[config.mk]
export PLATFORM = sky130hd
export DESIGN_NAME = rtc_periodic_div
export DESIGN_NICKNAME = d
export VERILOG_FILES = /design/src/rtl/rtc_div_pkg.sv /design/src/rtl/rtc_div_refsel.sv /design/src/rtl/rtc_div_chain.sv /design/src/rtl/rtc_div_tap.sv /design/src/rtl/rtc_periodic_div.sv
export SDC_FILE = /design/constraint.sdc
export NUM_CORES = 1
export LEC_CHECK = 0
export BUFFER_PORTS_ARGS = -buffer_cell sky130_fd_sc_hd__buf_2
export CAP_MARGIN = 20
export CORE_MARGIN = 8
export CORE_UTILIZATION = 40
export CTS_BUF_LIST = sky130_fd_sc_hd__clkbuf_8
export CTS_CLUSTER_DIAMETER = 30
export DETAILED_ROUTE_END_ITERATION = 10
export HOLD_SLACK_MARGIN = 0.08
export MAX_ROUTING_LAYER = met4
export PLACE_DENSITY = 0.65
export SETUP_SLACK_MARGIN = 0.4
export SYNTH_ARGS = -nofsm -noshare
export SYNTH_HDL_FRONTEND = slang
export SYNTH_SLANG_ARGS = --single-unit
export TNS_END_PERCENT = 50
[constraint.sdc]
create_clock -name ref_clk -period 2.6 [get_ports ref_clk]
set_clock_uncertainty 0.1 [all_clocks]
set_input_delay 0.52 -clock ref_clk [delete_from_list [all_inputs] [get_ports ref_clk]]
set_output_delay 0.52 -clock ref_clk [all_outputs]
set_load 0.01 [all_outputs]
[src/rtl/rtc_div_pkg.sv]
package rtc_div_pkg;
  // log2 of reference cycles per second at the slowest reference
  localparam int unsigned SEC_LOG2  = 15;
  // largest extra shift needed for the fastest reference
  localparam int unsigned MAX_SHIFT = 7;
  // half-second counter width at the fastest reference
  localparam int unsigned CNT_W     = SEC_LOG2 - 1 + MAX_SHIFT;
  localparam int unsigned SH_W      = 3;

  typedef enum logic [2:0] {
    REF_FAST = 3'd0,
    REF_MID  = 3'd1,
    REF_SLOW = 3'd2
  } ref_sel_e;

  // low-bit mask of width w inside a CNT_W counter (saturates at all ones)
  function automatic logic [CNT_W-1:0] low_mask(input int unsigned w);
    logic [CNT_W:0] one_hot;
    one_hot = (CNT_W+1)'(1) << w;
    return CNT_W'(one_hot - (CNT_W+1)'(1));
  endfunction
endpackage

[src/rtl/rtc_div_refsel.sv]
module rtc_div_refsel
  import rtc_div_pkg::*;
(
  input  logic [2:0]      div_ctl,
  output logic            run,
  output logic [SH_W-1:0] shift
);
  always_comb begin
    run   = 1'b1;
    shift = '0;
    case (div_ctl)
      REF_FAST: shift = SH_W'(MAX_SHIFT);
      REF_MID:  shift = SH_W'(5);
      REF_SLOW: shift = '0;
      default:  run   = 1'b0;
    endcase
  end
endmodule

[src/rtl/rtc_div_chain.sv]
module rtc_div_chain
  import rtc_div_pkg::*;
(
  input  logic             clk,
  input  logic             rst_n,
  input  logic             run,
  input  logic [SH_W-1:0]  shift,
  output logic [CNT_W-1:0] cnt,
  output logic             sec_tick
);
  logic [CNT_W-1:0] cnt_d;
  logic             phase_q, phase_d;
  logic             sec_d;
  logic             half_hit;

  always_comb begin
    half_hit = (cnt & low_mask(SEC_LOG2 - 1 + int'(shift))) ==
               low_mask(SEC_LOG2 - 1 + int'(shift));
    cnt_d    = cnt;
    phase_d  = phase_q;
    sec_d    = 1'b0;
    if (!run) begin
      cnt_d   = '0;
      phase_d = 1'b1;
    end else begin
      cnt_d = cnt + 1'b1;
      if (half_hit) begin
        phase_d = ~phase_q;
        sec_d   = phase_q;
      end
    end
  end

  always_ff @(posedge clk or negedge rst_n) begin
    if (!rst_n) begin
      cnt      <= '0;
      phase_q  <= 1'b1;
      sec_tick <= 1'b0;
    end else begin
      cnt      <= cnt_d;
      phase_q  <= phase_d;
      sec_tick <= sec_d;
    end
  end
endmodule

[src/rtl/rtc_div_tap.sv]
module rtc_div_tap
  import rtc_div_pkg::*;
(
  input  logic             clk,
  input  logic             rst_n,
  input  logic             run,
  input  logic [SH_W-1:0]  shift,
  input  logic [CNT_W-1:0] cnt,
  input  logic [3:0]       rate,
  input  logic             irq_en,
  input  logic             sqw_en,
  output logic             per_tick,
  output logic             per_irq,
  output logic             sqw_out
);
  logic [CNT_W-1:0] mask;
  logic             hit;
  logic             tick_d, irq_d, sqw_d;

  always_comb begin
    mask   = low_mask(int'(rate) - 1 + int'(shift));
    hit    = run && (rate != 4'd0) && ((cnt & mask) == mask);
    tick_d = hit;
    irq_d  = hit && irq_en;
    if (!run || !sqw_en)
      sqw_d = 1'b0;
    else if (hit)
      sqw_d = ~sqw_out;
    else
      sqw_d = sqw_out;
  end

  always_ff @(posedge clk or negedge rst_n) begin
    if (!rst_n) begin
      per_tick <= 1'b0;
      per_irq  <= 1'b0;
      sqw_out  <= 1'b0;
    end else begin
      per_tick <= tick_d;
      per_irq  <= irq_d;
      sqw_out  <= sqw_d;
    end
  end
endmodule

[src/rtl/rtc_periodic_div.sv]
module rtc_periodic_div
  import rtc_div_pkg::*;
(
  input  logic       ref_clk,
  input  logic       rst_n,
  input  logic [7:0] ctrl_a,
  input  logic [7:0] ctrl_b,
  output logic       sec_tick,
  output logic       per_tick,
  output logic       per_irq,
  output logic       sqw_out
);
  localparam int unsigned DIV_LSB = 4;
  localparam int unsigned PIE_BIT = 6;
  localparam int unsigned SQW_BIT = 3;

  logic             run;
  logic [SH_W-1:0]  shift;
  logic [CNT_W-1:0] cnt;

  rtc_div_refsel refsel_i (
    .div_ctl (ctrl_a[DIV_LSB+2:DIV_LSB]),
    .run     (run),
    .shift   (shift)
  );

  rtc_div_chain chain_i (
    .clk      (ref_clk),
    .rst_n    (rst_n),
    .run      (run),
    .shift    (shift),
    .cnt      (cnt),
    .sec_tick (sec_tick)
  );

  rtc_div_tap tap_i (
    .clk      (ref_clk),
    .rst_n    (rst_n),
    .run      (run),
    .shift    (shift),
    .cnt      (cnt),
    .rate     (ctrl_a[3:0]),
    .irq_en   (ctrl_b[PIE_BIT]),
    .sqw_en   (ctrl_b[SQW_BIT]),
    .per_tick (per_tick),
    .per_irq  (per_irq),
    .sqw_out  (sqw_out)
  );
endmodule

==> results.json, run 1 <==
{
  "outcome": "complete, but fails checks",
  "violations": "setup timing",
  "start_util_pct": 40.9,
  "power.density_mw_per_mm2": 400,
  "die_x_um": 90.9,
  "cts_num_sinks": 26,
  "layout.nets": 379,
  "die-area_sq_mm": 0.00825,
  "worstPathRequired_ns": 2.69,
  "rows": 27,
  "crit_path_max_incr_delay_ns": 0.53,
  "via_count": 2297,
  "async_reset_ff_share_pct": 100,
  "rrSetupSlack_ns": 0.48,
  "maxCapViolCount": 0,
  "crit_buf_inv": 3,
  "portBuffers": 14,
  "vias_per_cell": 5.52,
  "critPathLaunchType": "input port",
  "slowest_stage": "or4_4",
  "coreArea_sq_mm": 0.00547,
  "yosys-top-cells-count": "nor2_1 (36), nand2_1 (29), dfrtp_1 (25), nand3_1 (17)",
  "grt_overflow": 0,
  "hpwl_um": 5110,
  "io_pins": 22,
  "critPathKind": "input port to flip-flop",
  "hold_path.class": "input port to async pin",
  "die_y_um": 90.9,
  "syn_nets": 303,
  "htreeDepth": 1,
  "fmax_ghz": 0.241,
  "drv_slew": 0,
  "syn_to_final_growth_pct": 40.2,
  "finalWorstSetupSlack_ns": -1.54,
  "routabilityCongestion": 1.01,
  "synth_largest_area_cell": "dfrtp_1",
  "ys_types": 54,
  "crit_path_cell_trace": "buf_12 > inv_12 > ha_4 > xor2_1 > ha_4 > a21o_1 > nand2_1 > ha_2 > or4_4 > nor4_4 > nand2_1 > nor2_4 > nand3_2 > ha_4 > buf_4 > mux2_2 > a211oi_2 > nand4_1 > nor3_4 > mux2i_1",
  "hold_ws_ns": 0.136,
  "syn-cell-area_sq_mm": 0.00224,
  "tightest_slew_ns": 0.631,
  "antenna_left": 0,
  "n_antenna_cell": 0,
  "post-route-period-util_pct": 159,
  "max_slew_margin_pct": 57.9,
  "worst_setup_path_end_kind": "flip-flop",
  "grt_pass1_vias": 2268,
  "cp_max_fo": 6,
  "first_pass_iters": 5,
  "antenna_found_initial": 0,
  "clk_path_buf_depth": 2,
  "cp.arrival_ns": 4.23,
  "drive_gt1_share_pct": 34.3,
  "final_hold_viol_count": 0,
  "multiInputGateArea_sq_mm": 0.00167,
  "fill_cells": 486,
  "yosys.area.top_type_share_pct": 27.9,
  "grt_max_degree": 27,
  "syn_avg_cell_area_sq_um": 8.33,
  "ys.flop_type": "dfrtp_1",
  "final_util_pct": 57.4,
  "synth_seq_cells": 26,
  "leakagePower_nw": 1.36,
  "synthCells": 269,
  "synthMostInstantiatedCell": "nor2_1",
  "wl_per_cell_um": 15.8,
  "dp_slack_ns": -2.05,
  "regArea_sq_um": 652,
  "ys_warn_count": 0,
  "hold_buffers": 0,
  "cts_tree": "yes",
  "crit_family": "simple AND/OR/NAND/NOR gates",
  "clkTransAtPathRegs_ns": 0.09,
  "first_iter_violations": 204,
  "synth_area_leaders": "dfrtp_1 (28%), ha_1 (8.4%), nor2_1 (6.0%), xor2_1 (5.9%), nand2_1 (4.9%)",
  "synth_edf_count": 0,
  "wl_um": 6560,
  "grt_pass1_wl_um": 11200,
  "crit_path_frequent_cell": "ha_4",
  "finalSetupViolations": 3,
  "cts_made_buffers": 3,
  "drc": 0,
  "ys_seq_area_share_pct": 29.1,
  "rsz0062_at_grt": "yes",
  "vdd_drop_max_uv": 400,
  "cts_root_buf": "clkbuf_8",
  "grtUsageTotal_pct": 16.7,
  "min_period_ns": 4.14,
  "clk_latency_ns": 0.27
}
## worst paths after layout
check,startpoint,end,cells past startpoint
max,ctrl_a[0],tap_i.sqw_out$_DFFE_PN0P_,20
min in group ref_clk,ctrl_b[6],tap_i.per_irq$_DFF_PN0_,2
max in group asynchronous,rst_n,chain_i.cnt[14]$_DFF_PN0_,1
min reg2reg,chain_i.phase_q$_DFFE_PN1P_,chain_i.sec_tick$_DFF_PN0_,1
max reg2reg,chain_i.cnt[5]$_DFF_PN0_,tap_i.sqw_out$_DFFE_PN0P_,8
min,rst_n,chain_i.cnt[11]$_DFF_PN0_,1
## worst register-to-register path, cell delays in order, from the launching register on
cell and delay, ns:
dfrtp_1 0.48, nand2_1 0.15, a22o_1 0.24, nor4_1 0.23, o21ai_1 0.10, nor3_1 0.18, nand4_1 0.16, nor3_4 0.20
mux2i_1 0.21
## logic make-up after synthesis
logic type,share of synthesized area (%)
AO/OA/AOI/OAI,18.9
adder cells (fa/ha/maj),9.27
buffers and inverters,3.24
multiplexers,1.84
AND/OR/NAND/NOR,28.3
XOR/XNOR,9.38
flip-flops,29.1
## state kept, by name, indices dropped and copies added, names as in the netlist
signal,flops
tap_i.per_tick,1
tap_i.per_irq,1
chain_i.cnt,21
tap_i.sqw_out,1
chain_i.phase_q,1
chain_i.sec_tick,1
## layout make-up
type	count	share of cell area (%)
multi-input cells	225	53.2
flip-flops and latches	26	20.7
repair buffers	80	19.0
well taps	72	2.87
inverters	9	1.99
clock buffers	3	1.31
clock inverters	1	0.956
## cell usage in the layout, fill, tap and decap left out, types with 4 or more instances in the layout
cell type / Yosys / routed
a211oi_1: 5 / 5
a21oi_1: 6 / 5
and3_1: 5 / 5
buf_2: 1 / 12
buf_4: 1 / 66
dfrtp_1: 25 / 25
ha_1: 15 / 8
ha_4: 0 / 4
inv_1: 9 / 5
nand2_1: 29 / 27
nand3_1: 17 / 15
nand4_1: 6 / 6
nor2_1: 36 / 33
nor3_1: 9 / 8
nor4_1: 5 / 5
o211ai_1: 5 / 5
o21ai_0: 8 / 7
xnor2_1: 9 / 9
xor2_1: 15 / 15
## power by group
part,switching (mW),internal (mW)
logic,0.262,0.254
clock network,0.121,0.206
registers,0.00725,0.407
## stage by stage
stage | cell area, sq um | std cells | power (mW) | setup TNS (ns)
6_report | 3140 | 416 | 1.26 | -4.38
5_1_grt | 3140 | 416 | 1.33 | -4.92
4_1_cts | 3060 | 416 | 1.24 | -4.71
3_5_place_dp | 2900 | 409 | 0.888 | -5.87
3_3_place_gp | 2900 | 409 | 0.892 | -5.57
2_1_floorplan | 2320 | 269 | 0.668 | -4.83
## repair_timing
item / 4_1_cts / 5_1_grt
setup endpoints to repair: 3 / 8
resized for setup: 15 / 18
pin swaps: 7 / 5
setup buffers: 3 / 0
## layer usage
layer	GRT usage, %	vias up	part of all wire [%]
met5	-	-	0
met4	4.50	0	1.8
met3	1.33	12	4.1
met2	26.7	65	47
met1	22.2	1069	47
li1	-	1151	-
No activity file was read; power rests on OpenSTA's default activity.
==> inputs of run 2 (changes only) <==
--- a/config.mk
+++ b/config.mk
@@ -5,6 +5,7 @@
 export SDC_FILE = /design/constraint.sdc
 export NUM_CORES = 1
 export LEC_CHECK = 0
+export ABC_AREA = 0
 export BUFFER_PORTS_ARGS = -buffer_cell sky130_fd_sc_hd__buf_2
 export CAP_MARGIN = 20
 export CORE_MARGIN = 8
@@ -14,8 +15,9 @@
 export DETAILED_ROUTE_END_ITERATION = 10
 export HOLD_SLACK_MARGIN = 0.08
 export MAX_ROUTING_LAYER = met4
-export PLACE_DENSITY = 0.65
+export PLACE_DENSITY = 0.67
 export SETUP_SLACK_MARGIN = 0.4
+export SKIP_LAST_GASP = 1
 export SYNTH_ARGS = -nofsm -noshare
 export SYNTH_HDL_FRONTEND = slang
 export SYNTH_SLANG_ARGS = --single-unit
==> constraint.sdc (replaced) <==
create_clock -name ref_clk -period 3.7 [get_ports ref_clk]
set_clock_uncertainty 0.1 [all_clocks]
set_input_delay 0.74 -clock ref_clk [delete_from_list [all_inputs] [get_ports ref_clk]]
set_output_delay 0.74 -clock ref_clk [all_outputs]
set_load 0.01 [all_outputs]
==> run 2 against run 1 <==
Against the previous run:
- the flow still finishes with violations (setup timing)
- first-iteration DRC count is 17% lower
- sequential share of layout area rose by 0.93 points
- sequential power shrank 30%
- routed wire length decreased by 2.5%
- critical endpoint unchanged
- non-clock buffer count shrank 6
- combinational power down 34%
- worst hold slack better by 0.21 ns
- worst setup slack improved by 0.58 ns
- via count decreased by 0.39%
- global-route usage decreased by 0.87 points
- register-to-register slack improved by 0.94 ns
- sequential cell count is the same
==> results.json, run 2 (same netlist as run 1, synthesis figures left out) <==
{
  "rsz0062_at_grt": "yes",
  "htreeDepth": 1,
  "finalSetupViolations": 3,
  "routabilityCongestion": 0.977,
  "cts_made_buffers": 3,
  "dp_slack_ns": -1.15,
  "hold_path.class": "input port to async pin",
  "top_register": "chain_i.cnt",
  "critPathKind": "input port to flip-flop",
  "p_sw_mw": 0.268,
  "drv_slew": 0,
  "critPathLaunchType": "input port",
  "io_pins": 22,
  "coreArea_sq_mm": 0.00547,
  "cts_num_sinks": 26,
  "fmax_ghz": 0.214,
  "hold_ws_ns": 0.348,
  "start_util_pct": 40.9,
  "worst_setup_path_end_kind": "flip-flop",
  "die_y_um": 90.9,
  "drc": 0,
  "clk_latency_ns": 0.27,
  "antenna_found_initial": 0,
  "power.density_mw_per_mm2": 270,
  "first_iter_violations": 170,
  "grt_max_degree": 27,
  "largest_reg_flops": 21,
  "die_x_um": 90.9,
  "rows": 27,
  "cts_tree": "yes",
  "finalWorstSetupSlack_ns": -0.966,
  "p_int_mw": 0.544,
  "n_antenna_cell": 0,
  "syn_to_final_growth_pct": 34.2,
  "p_comb_share_pct": 41.8,
  "slowest_stage": "or4_4",
  "grtUsageTotal_pct": 15.9,
  "crit_path_max_incr_delay_ns": 0.55,
  "final_cell_mix": "buf_4 (60), nor2_1 (34), nand2_1 (26), dfrtp_1 (25)",
  "seq_power_share_pct": 35.7,
  "maxCapViolCount": 0,
  "cp_max_fo": 7,
  "leakagePower_nw": 1.34,
  "tightest_slew_ns": 0.655,
  "switching_share_pct": 33.0,
  "cts_root_buf": "clkbuf_8",
  "die-area_sq_mm": 0.00825,
  "drive_gt1_share_pct": 30.2,
  "post-route-period-util_pct": 126,
  "violations": "setup timing",
  "min_period_ns": 4.67,
  "vdd_drop_max_uv": 246,
  "grt_pass1_wl_um": 10800,
  "fin_tns_setup_ns": -2.64,
  "clkTransAtPathRegs_ns": 0.09,
  "finalPower_mw": 0.812,
  "cp.arrival_ns": 4.77,
  "outcome": "complete, but fails checks",
  "clk_path_buf_depth": 2,
  "worstPathRequired_ns": 3.80,
  "max_slew_margin_pct": 55.2,
  "clkPwrFrac_pct": 22.5,
  "layout.nets": 373,
  "grt_overflow": 0,
  "grt_pass1_vias": 2259,
  "vias_per_cell": 5.58,
  "hpwl_um": 5110,
  "final_hold_viol_count": 0,
  "portBuffers": 14,
  "final_common_cell": "buf_4",
  "antenna_left": 0,
  "wl_um": 6400,
  "wl_per_cell_um": 15.6,
  "first_pass_iters": 4,
  "crit_path_cell_trace": "buf_12 > inv_12 > ha_4 > xor2_1 > ha_1 > a21oi_2 > nand2_4 > nand2_2 > ha_1 > or4_4 > nor4_4 > nand2_1 > nor2_2 > nand3_2 > ha_4 > or3b_2 > mux2i_1 > nor4_1 > o21ai_1 > nor3_1 > nand4_1 > nor3_4 > mux2i_1",
  "via_count": 2288
}
[run 2: power by group through the flow]
stage	Sequential [mW]	Clock, mW	Combinational, mW
after floorplan	0.294	0	0.175
after global placement	0.295	0	0.322
after detailed placement	0.296	0	0.322
after CTS	0.290	0.186	0.325
after global routing	0.291	0.195	0.370
final	0.290	0.183	0.339
[run 2: repair_timing]
item / 4_1_cts / 5_1_grt
setup endpoints to repair: 3 / 3
resized for setup: 1 / 18
pin swaps: 1 / 13
hold buffers: 0 / 0
setup buffers: 0 / 1
[run 2: final timing paths]
| path | from | endpoint | slack, ns | depth (start not counted) |
|---|---|---|---|---|
| setup / recovery | ctrl_a[1] | tap_i.sqw_out$_DFFE_PN0P_ | -0.97 | 23 |
| hold / removal | rst_n | chain_i.cnt[18]$_DFF_PN0_ | 0.35 | 1 |
| setup reg to reg | chain_i.cnt[5]$_DFF_PN0_ | tap_i.sqw_out$_DFFE_PN0P_ | 1.42 | 8 |
| hold reg to reg | chain_i.phase_q$_DFFE_PN1P_ | chain_i.sec_tick$_DFF_PN0_ | 0.44 | 1 |
| max in group asynchronous | rst_n | chain_i.phase_q$_DFFE_PN1P_ | 2.78 | 1 |
| min in group ref_clk | chain_i.phase_q$_DFFE_PN1P_ | chain_i.sec_tick$_DFF_PN0_ | 0.44 | 1 |
[run 2: critical path: cells and delay by family]
kind            cells  cell delay [ns]
fa+ha+maj           4             0.89
buf+inv             2             0.12
compound gates      2             0.21
mux                 2             0.28
simple gates       12             2.36
xor+xnor            1             0.16
[run 2: cell type report]
| type | count | area, sq um |
|---|---|---|
| Clock buffer | 4 | 55.1 |
| Fill cell | 531 | 2470 |
| Inverter | 9 | 58.8 |
| Multi-Input combinational cell | 225 | 1600 |
| Sequential cell | 26 | 652 |
| Tap cell | 72 | 90.1 |
| Timing Repair Buffer | 74 | 551 |
[run 2: metrics by stage]
| stage | cells | cell area [sq um] | util (%) |
|---|---|---|---|
| floorplan | 269 | 2320 | - |
| global placement | 405 | 2870 | 52.5 |
| detailed placement | 405 | 2870 | 52.5 |
| CTS | 409 | 2930 | 53.6 |
| global route | 410 | 3010 | 54.9 |
| finish | 410 | 3010 | 54.9 |
[run 2: per-layer routing]
metal  wire [um]  share of wire, %  vias to the layer above  global-route usage [%]
met3         182               2.8                       11                    1.50
met2        3140                49                       41                    26.0
li1            -                 -                     1131                       -
met4          82               1.3                        0                    3.82
met1        2990                47                     1105                    20.5
met5           0                 0                        -                       -
